<file path="src/rtl/can_bo_pkg.sv">
package can_bo_pkg;
  typedef enum logic {
    MODE_ACTIVE = 1'b0,
    MODE_OFF    = 1'b1
  } bo_mode_e;
endpackage

</file>
<file path="src/rtl/can_bo_ctr.sv">
module can_bo_ctr #(
  parameter int W     = 8,
  parameter int AMT_W = 4
) (
  input  logic             clk,
  input  logic             rst_n,
  input  logic             evt,
  input  logic             dn,
  input  logic [AMT_W-1:0] amt,
  input  logic             inc1,
  input  logic             ld,
  input  logic [W-1:0]     ld_val,
  output logic [W-1:0]     q,
  output logic [W-1:0]     arith
);
  localparam logic [W-1:0] MAXV = {W{1'b1}};

  logic [W:0]   wide;
  logic [W:0]   ext;
  logic [W:0]   sum;
  logic [W-1:0] d;
  logic         en;

  always_comb begin
    wide  = {1'b0, q};
    ext   = (W+1)'(amt);
    sum   = '0;
    arith = q;
    if (evt) begin
      if (dn) begin
        arith = (ext > wide) ? '0 : W'(wide - ext);
      end else begin
        sum   = wide + ext;
        arith = sum[W] ? MAXV : sum[W-1:0];
      end
    end else if (inc1) begin
      sum   = wide + (W+1)'(1);
      arith = sum[W] ? MAXV : sum[W-1:0];
    end
  end

  always_comb begin
    en = ld | evt | inc1;
    d  = ld ? ld_val : arith;
  end

  always_ff @(posedge clk or negedge rst_n) begin
    if (!rst_n)  q <= '0;
    else if (en) q <= d;
  end


  ld_takes_chk: assert property (@(posedge clk) disable iff (!rst_n)
    ld |=> (q == $past(ld_val)));


  dn_floor_chk: assert property (@(posedge clk) disable iff (!rst_n)
    (evt && dn && !ld && (W'(amt) >= q)) |=> (q == '0));
endmodule

</file>
<file path="src/rtl/can_bo_thr.sv">
module can_bo_thr #(
  parameter int A_W = 9,
  parameter int B_W = 8,
  parameter int L_W = 8
) (
  input  logic [A_W-1:0] a,
  input  logic [B_W-1:0] b,
  input  logic [L_W-1:0] lvl,
  output logic           hit
);
  localparam int CW = (A_W > B_W) ? ((A_W > L_W) ? A_W : L_W)
                                  : ((B_W > L_W) ? B_W : L_W);
  logic [CW-1:0] a_x, b_x, l_x;

  always_comb begin
    a_x = CW'(a);
    b_x = CW'(b);
    l_x = CW'(lvl);
    hit = (a_x >= l_x) || (b_x >= l_x);
  end
endmodule

</file>
<file path="src/rtl/can_bo_seq.sv">
module can_bo_seq
  import can_bo_pkg::*;
#(
  parameter int CNT_W  = 8,
  parameter int TEC_W  = 9,
  parameter int RECOV  = 128
) (
  input  logic             clk,
  input  logic             rst_n,
  input  logic             tx_evt,
  input  logic             rx_evt,
  input  logic             idle,
  input  logic             clr_req,
  input  logic [CNT_W-1:0] lvl,
  input  logic [TEC_W-1:0] tec_arith,
  input  logic [CNT_W-1:0] rec_q,
  input  logic [CNT_W-1:0] rec_arith,
  input  logic             thr_hit,
  output logic             tx_evt_g,
  output logic             rx_evt_g,
  output logic             idle_g,
  output logic             cnt_ld,
  output logic [TEC_W-1:0] tec_ld_val,
  output logic [CNT_W-1:0] rec_ld_val,
  output logic             warn_q,
  output logic             boff,
  output logic             init_q,
  output logic             irq_w_q,
  output logic             irq_b_q,
  output logic             irq_a_q
);
  localparam logic [TEC_W-1:0] TEC_LIM   = TEC_W'((1 << CNT_W) - 1);
  localparam logic [CNT_W-1:0] RECOV_CNT = CNT_W'(RECOV);

  bo_mode_e mode_q, mode_d;
  logic     warn_d, init_d, iw_d, ib_d, ia_d;
  logic     enter, done, pre;

  always_comb begin
    boff     = (mode_q == MODE_OFF);
    tx_evt_g = tx_evt & ~boff;
    rx_evt_g = rx_evt & ~boff;
    enter    = ~boff & (tec_arith > TEC_LIM);
    done     = boff & idle & (rec_q == RECOV_CNT);
    idle_g   = boff & idle & ~done;
    pre      = idle_g & ~warn_q & (rec_arith >= lvl);
    cnt_ld   = enter | done;
    tec_ld_val = enter ? TEC_W'(1) : '0;
    rec_ld_val = enter ? CNT_W'(1) : '0;
  end

  always_comb begin
    mode_d = mode_q;
    warn_d = warn_q;
    init_d = init_q;
    iw_d   = 1'b0;
    ib_d   = 1'b0;
    ia_d   = 1'b0;
    if (!boff) begin
      if (enter) begin
        mode_d = MODE_OFF;
        warn_d = 1'b0;
        init_d = 1'b1;
        ib_d   = 1'b1;
      end else begin
        warn_d = thr_hit;
        iw_d   = thr_hit & ~warn_q;
        if (clr_req) init_d = 1'b0;
      end
    end else if (done) begin
      mode_d = MODE_ACTIVE;
      warn_d = 1'b0;
      ia_d   = 1'b1;
    end else if (pre) begin
      warn_d = 1'b1;
      iw_d   = 1'b1;
      ib_d   = 1'b1;
    end
  end

  always_ff @(posedge clk or negedge rst_n) begin
    if (!rst_n) begin
      mode_q  <= MODE_ACTIVE;
      warn_q  <= 1'b0;
      init_q  <= 1'b1;
      irq_w_q <= 1'b0;
      irq_b_q <= 1'b0;
      irq_a_q <= 1'b0;
    end else begin
      mode_q  <= mode_d;
      warn_q  <= warn_d;
      init_q  <= init_d;
      irq_w_q <= iw_d;
      irq_b_q <= ib_d;
      irq_a_q <= ia_d;
    end
  end


  warn_pulse_chk: assert property (@(posedge clk) disable iff (!rst_n)
    irq_w_q |=> !irq_w_q);

  boff_pulse_chk: assert property (@(posedge clk) disable iff (!rst_n)
    irq_b_q |=> !irq_b_q);

  alert_pulse_chk: assert property (@(posedge clk) disable iff (!rst_n)
    irq_a_q |=> !irq_a_q);

  prewarn_pair_chk: assert property (@(posedge clk) disable iff (!rst_n)
    (irq_w_q && boff) |-> (irq_b_q && warn_q));

  alert_state_chk: assert property (@(posedge clk) disable iff (!rst_n)
    irq_a_q |-> (!boff && !warn_q && init_q));

  init_hold_chk: assert property (@(posedge clk) disable iff (!rst_n)
    boff |-> init_q);
endmodule

</file>
<file path="src/rtl/can_busoff_ctrl.sv">
module can_busoff_ctrl #(
  parameter int CNT_W = 8,
  parameter int AMT_W = 4,
  parameter int RECOV = 128
) (
  input  logic             clk,
  input  logic             rst_n,
  input  logic             tx_evt_i,
  input  logic             tx_dn_i,
  input  logic [AMT_W-1:0] tx_amt_i,
  input  logic             rx_evt_i,
  input  logic             rx_dn_i,
  input  logic [AMT_W-1:0] rx_amt_i,
  input  logic             idle_pulse_i,
  input  logic [CNT_W-1:0] warn_lvl_i,
  input  logic             init_clr_i,
  output logic             warn_o,
  output logic             boff_o,
  output logic             init_o,
  output logic [CNT_W-1:0] tec_o,
  output logic [CNT_W-1:0] rec_o,
  output logic             irq_warn_o,
  output logic             irq_boff_o,
  output logic             irq_alert_o
);
  localparam int TEC_W = CNT_W + 1;

  logic             tx_evt_g, rx_evt_g, idle_g, cnt_ld, thr_hit;
  logic [TEC_W-1:0] tec_q, tec_arith, tec_ld_val;
  logic [CNT_W-1:0] rec_q, rec_arith, rec_ld_val;

  can_bo_ctr #(.W(TEC_W), .AMT_W(AMT_W)) u_tec (
    .clk(clk), .rst_n(rst_n), .evt(tx_evt_g), .dn(tx_dn_i), .amt(tx_amt_i),
    .inc1(1'b0), .ld(cnt_ld), .ld_val(tec_ld_val), .q(tec_q), .arith(tec_arith)
  );

  can_bo_ctr #(.W(CNT_W), .AMT_W(AMT_W)) u_rec (
    .clk(clk), .rst_n(rst_n), .evt(rx_evt_g), .dn(rx_dn_i), .amt(rx_amt_i),
    .inc1(idle_g), .ld(cnt_ld), .ld_val(rec_ld_val), .q(rec_q), .arith(rec_arith)
  );

  can_bo_thr #(.A_W(TEC_W), .B_W(CNT_W), .L_W(CNT_W)) u_thr (
    .a(tec_arith), .b(rec_arith), .lvl(warn_lvl_i), .hit(thr_hit)
  );

  can_bo_seq #(.CNT_W(CNT_W), .TEC_W(TEC_W), .RECOV(RECOV)) u_seq (
    .clk(clk), .rst_n(rst_n), .tx_evt(tx_evt_i), .rx_evt(rx_evt_i),
    .idle(idle_pulse_i), .clr_req(init_clr_i), .lvl(warn_lvl_i),
    .tec_arith(tec_arith), .rec_q(rec_q), .rec_arith(rec_arith), .thr_hit(thr_hit),
    .tx_evt_g(tx_evt_g), .rx_evt_g(rx_evt_g), .idle_g(idle_g), .cnt_ld(cnt_ld),
    .tec_ld_val(tec_ld_val), .rec_ld_val(rec_ld_val), .warn_q(warn_o),
    .boff(boff_o), .init_q(init_o), .irq_w_q(irq_warn_o), .irq_b_q(irq_boff_o),
    .irq_a_q(irq_alert_o)
  );

  assign tec_o = tec_q[CNT_W-1:0];
  assign rec_o = rec_q;


  tec_range_chk: assert property (@(posedge clk) disable iff (!rst_n)
    !tec_q[TEC_W-1]);

  boff_entry_chk: assert property (@(posedge clk) disable iff (!rst_n)
    $rose(boff_o) |-> (tec_q == TEC_W'(1) && rec_q == CNT_W'(1) && init_o && irq_boff_o));

  boff_freeze_chk: assert property (@(posedge clk) disable iff (!rst_n)
    (boff_o && !idle_pulse_i) |=> ($stable(tec_q) && $stable(rec_q)));

  alert_zero_chk: assert property (@(posedge clk) disable iff (!rst_n)
    irq_alert_o |-> (tec_q == '0 && rec_q == '0));
endmodule

</file>
<file path="config.mk">
export PLATFORM = sky130hd
export DESIGN_NAME = can_busoff_ctrl
export DESIGN_NICKNAME = d
export VERILOG_FILES = /design/src/rtl/can_bo_pkg.sv /design/src/rtl/can_bo_ctr.sv /design/src/rtl/can_bo_thr.sv /design/src/rtl/can_bo_seq.sv /design/src/rtl/can_busoff_ctrl.sv
export SDC_FILE = /design/constraint.sdc
export NUM_CORES = 1
export LEC_CHECK = 0
export BUFFER_PORTS_ARGS = -buffer_cell sky130_fd_sc_hd__buf_2
export CAP_MARGIN = 20
export CORE_MARGIN = 4
export CORE_UTILIZATION = 59
export DETAILED_ROUTE_END_ITERATION = 8
export GPL_ROUTABILITY_DRIVEN = 1
export PLACE_DENSITY = 0.82
export SETUP_SLACK_MARGIN = 0.1
export SKIP_LAST_GASP = 1
export SYNTH_ARGS = -nofsm -noshare
export SYNTH_HDL_FRONTEND = slang
export SYNTH_SLANG_ARGS = --single-unit
</file>
<file path="constraint.sdc">
create_clock -name clk -period 4.3 [get_ports clk]
set_input_delay 0.215 -clock clk [delete_from_list [all_inputs] [get_ports clk]]
set_output_delay 0.215 -clock clk [all_outputs]
set_load 0.05 [all_outputs]
</file>
==> Word level (Yosys, flattened, before mapping) <==
Index checks and enable logic that the tools add are counted.
{ "word_totals": {"ff_bits": 23, "in_bits": 24, "output_inout_bits": 22, "elab_cells": 70} }
{ "op_classes": {"addsub": 5, "n_lt_le_gt_ge": 6, "eq_ne": 2, "n_mux": 30, "bitwise": 16, "n_reduce_logical": 3} }
{ "ops": {"columns": ["operator", "n"], "rows": [
  ["$mux 8", 7],
  ["$mux 9", 5],
  ["$mux 1", 18],
  ["$ge 8x8->1", 2],
  ["$add 9x4->10", 1],
  ["$add 8x1->9 const B", 1],
  ["$add 8x4->9", 1],
  ["$and 1x1->1", 9],
  ["$ge 9x8->1", 1],
  ["$gt 4x9->1", 1],
  ["$gt 9x8->1 const B", 1],
  ["$sub 9x4->9", 1],
  ["$eq 8x8->1 const B", 1],
  ["$gt 4x8->1", 1],
  ["$sub 8x4->8", 1],
  ["$or 1x1->1", 4],
  ["$ne 3x3->1 const B", 1],
  ["$not 1->1", 3],
  ["$reduce_and 2->1", 1],
  ["$reduce_bool 2->1", 1],
  ["$logic_or 1x1->1", 1]
]} }

==> Depth between registers and ports, before layout <==
{ "logic_depth": {"word_depth": 11, "ltp_mapped": 17, "ltp_nobuf": 17} }

==> Hierarchy <==
Synthesis repeated with hierarchy kept, for this count alone.
{ "unflattened": {"hier_cells": 430, "area_unflattened_um2": 3478.3} }
{ "modules_own_cells": {"columns": ["mod", "n_inst", "cells_each", "area_each_um2", "seq_area_each_um2"], "rows": [
  ["can_bo_ctr at u_tec", 1, 168, 1321.3, 225.2],
  ["can_bo_ctr at u_rec", 1, 142, 1167.4, 200.2],
  ["can_bo_seq", 1, 74, 624.3, 151.4],
  ["can_bo_thr", 1, 45, 361.6, 0.0],
  ["can_busoff_ctrl", 1, 1, 3.8, 0.0]
]} }

==> Least setup slack after synthesis <==
Ideal clock, no wire load.
{ "synth_timing": {"path_kind": "reg-to-reg", "from": "register u_rec.q[0]", "to": "register u_seq.irq_w_q", "setup_time_ns": 0.084, "t_arrival_ns": 3.551, "required_ns": 4.216, "setup_slack_ns": 0.665, "path_stages_with_launch": 17, "n_path_buf": 0, "period_less_slack_ns": 3.635, "path_cell_list": "dfrtp_1 > inv_1 > ha_1 > inv_1 > fa_1 > a21oi_1 > o21ai_1 > or3_1 > and4b_1 > a211o_1 > and3_1 > ha_1 > o211ai_1 > o211ai_1 > a21oi_1 > or2_2 > a21oi_1"} }
{ "synth_between": {"elab_chain_len": 11, "elab_cells_between_ends": 24, "classes_between": "add/sub: 3; order compare: 3; eq/ne: 1; mux: 10; bitwise: 6; reduce/logical: 1"} }
{ "synth_lines": {"columns": ["item", "line_no", "rtl"], "rows": [
  ["start: declaration", "can_bo_ctr.sv:13", "output logic [W-1:0] q,"],
  ["start signal: assignment", "can_bo_ctr.sv:48", "if (!rst_n) q <= '0;"],
  ["start signal: assignment", "can_bo_ctr.sv:49", "else if (en) q <= d;"],
  ["branches (longest 10 deep; another with $add 8x1->9)", null, null],
  ["$mux 1 *", "can_bo_seq.sv:59", "if (!boff) begin"],
  ["named net u_seq.iw_d", "can_bo_seq.sv:36", "logic warn_d, init_d, iw_d, ib_d, ia_d;"],
  ["end signal: assignment", "can_bo_seq.sv:93", "irq_w_q <= iw_d;"],
  ["end: declaration", "can_bo_seq.sv:28", "output logic irq_w_q,"]
]} }
Mark *: on every way through the listed nets, which the timed path passes.
A chain may end at the register's enable or synchronous reset.

==> Worst setup path in the final report <==
Same ends and word-level chain as after synthesis.

==> impl_metrics.toml <==
[worst_setup_path]
critPathArrivalTime_ps = 3850
critPathMaxFanout = 6
cp-startpoint = "u_rec.q[0]$_DFFE_PN0P_"
endpoint = "u_seq.irq_w_q$_DFF_PN0_"
reg2reg_to = "u_seq.irq_w_q$_DFF_PN0_"
required_ps = 4450
r2r_slack_ps = 610
critPathKind = "reg2reg"
cp-start-kind = "flip-flop"
rr_worst_depth = 17
endpoint_kind = "flip-flop"
r2r-start = "u_rec.q[0]$_DFFE_PN0P_"

[drt]
ant_nets = 0
routedWlPerCell_um = 16.1
post-route-drc-count = 0
via_per_inst = 6.25
via_count = 2906
firstDrtPassIters = 5
drt_iter0_drc = 348
drt-total-wl_mm = 7.47

[synthesis]
synth_common_cells = "ha_1 (34), inv_1 (28), a21oi_1 (27), nand2_1 (24), dfrtp_1 (22)"
synth_cells = 376
synth_edf_count = 0
yosysMostFrequentCell = "ha_1"
yosysWarnings = 0
synth.area.top_cells = "dfrtp_1 (18%), ha_1 (14%), a21oi_1 (4.5%), inv_1 (3.5%), nor2b_1 (3.3%)"
syn_nets = 438
ys_seq_elements = 23
seq_area_frac_synth_pct = 19.1
synthFlopType = "dfrtp_1"
synth_area_um2 = 3020
synth_cell_type_count = 67
yosysTopAreaCell = "dfrtp_1"
async_flop_share_pct = 100
yosysTopAreaCellShare_pct = 18.2
syn_area_per_cell_um2 = 8.03

[timing]
hold_viol = 0
fin_tns_setup_ps = 0
period_needed_ps = 3690
fmax_ghz = 0.271
worst_slack_ps = 606
worst_clock_skew_ps = 7.79
setup_viol = 0
slew_headroom_pct = 52.9
finalCritPeriodShare_pct = 85.9
rsz0062_at_grt = "no"
maxSlewViolCount = 0
worstMarginPinSlew_ps = 705

[hold_path]
hold_path.class = "in2reg"

[finish]
layout-drive-gt1-share_pct = 17.1
fin_nets = 461
final_cells = 465
fin_util_pct = 66.6
syn_to_final_growth_pct = 6.92
antenna_cells = 0

[cts]
h-tree-depth = 1
cts_root_buf = "clkbuf_8"
clock_sinks = 23
numCtsBuffers = 3
clock_latency_ps = 270
cts_tree = "yes"
postCtsSetupBuffers = 0
clockBufferDepth = 2
cts.clk_slew.worst_paths_ps = 90

[outcome]
status = "finished clean"

[placed_design]
dp.cells = 460
portBuffers = 45
gp_congestion = 0.968
dp_hpwl_mm = 5.88
dp_slack_ps = 661

[floorplanning]
start_util_pct = 62.2
dieHeight_um = 79.5
ios = 46
dieWidth_um = 79.5
rows = 25
dieArea_um2 = 6320
core_area_um2 = 4850

[grt]
antenna_found_initial = 0
grt_pass1_wl_mm = 12.8
overflow = 0
grt_pass1_vias = 2663
grt_max_degree = 24
track_usage_pct = 24.6

[pwr]
power_mw = 2.22
p_per_area_nw_per_um2 = 689
ir_drop_mv = 0.431
p_leak_nw = 1.52

[job]
max-cap-violations = 0
## metrics by stage
step                hold WS [ps]  cell area (µm²)
floorplan                  -80.6             3020
global placement             210             3170
detailed placement           214             3170
CTS                          249             3230
global route                 264             3230
finish                       249             3230
## worst max-delay path: stages, from the launching register on
cell      delay, ps
dfrtp_1         440
inv_1           130
ha_1            170
inv_1            50
fa_1            400
a21oi_1         220
o21ai_1         150
nor4_1          460
nor3b_1         110
o21ai_0         370
nor3_1          110
ha_1            290
nand2_1          70
nor2_1           40
a21oi_1         200
o211ai_1        120
o211ai_1        150
a21oi_1         110
## layout by cell type, fill, tap and decap left out, types with 3 or more instances in the layout
cell type and n:
buf_2 45, nor3_1 10, nand2_1 24, nand3b_1 3, inv_1 28, mux2i_1 4
xnor2_1 4, nor2b_1 16, o21bai_1 3, a2111oi_0 3, clkbuf_8 3, o21ai_0 13
nand3_1 16, o21a_1 6, a21oi_1 27, fa_1 4, o211ai_1 11, dfrtp_1 22
nor3b_1 5, a21o_1 9, nand2b_1 7, a31oi_1 9, or3_1 5, ha_1 34
nand4_1 6, and3_1 4, a211oi_1 5, nor2_1 21, xor2_1 4
## sequential cells by signal, summed over array words and instances (netlist names)
| register | count |
|---|---|
| u_tec.q | 9 |
| u_rec.q | 8 |
| u_seq.boff | 1 |
| u_seq.init_q | 1 |
| u_seq.irq_a_q | 1 |
| u_seq.irq_b_q | 1 |
| u_seq.irq_w_q | 1 |
| u_seq.warn_q | 1 |
## routing by layer
layer	wire length, µm	track usage (%)	vias up	share of wire, %
met3	575	3.50	9	7.7
met4	43	2.92	0	0.58
li1	-	-	1402	-
met2	3270	37.8	120	44
met5	0	0	-	0
met1	3580	37.5	1375	48
## how the worst min path moves through the flow
stage,startpoint,to,slack (ps),depth (start not counted)
global route,init_clr_i,u_seq.init_q$_DFFE_PN1P_,260,3
floorplan,rst_n,u_rec.q[0]$_DFFE_PN0P_,-80,0
CTS,init_clr_i,u_seq.init_q$_DFFE_PN1P_,250,3
global placement,rst_n,u_tec.q[8]$_DFFE_PN0P_,210,1
detailed placement,rst_n,u_tec.q[8]$_DFFE_PN0P_,210,1
finish,init_clr_i,u_seq.init_q$_DFFE_PN1P_,250,3
## repair_timing
action                     4_1_cts  5_1_grt
gates resized for setup          0        0
hold endpoints to repair        22        0
setup endpoints to repair        0        0
hold buffers                     1        0
## power by group
group | internal [mW] | switching (mW) | total, mW
Sequential | 0.306 | 0.204 | 0.510
Clock | 0.0647 | 0.0701 | 0.135
Combinational | 0.577 | 1.00 | 1.58
Total | 0.948 | 1.27 | 2.22
## area by class of cell
cell class / count / area (µm²)
Clock buffer: 3 / 41.3
Clock inverter: 1 / 5.00
Fill cell: 414 / 1620
Inverter: 29 / 109
Multi-Input combinational cell: 295 / 2170
Sequential cell: 23 / 577
Tap cell: 67 / 83.8
Timing Repair Buffer: 47 / 243
## kinds of logic after synthesis
logic type      count (synthesis)  share of synthesized area (%)
xor+xnor                        8                           2.32
mux                             4                           1.33
fa+ha+maj                      38                           16.7
flops                          23                           19.1
compound gates                109                           25.8
simple gates                  136                           25.6
buf+inv                        58                           9.04
Power figures use the tool's default switching activity.
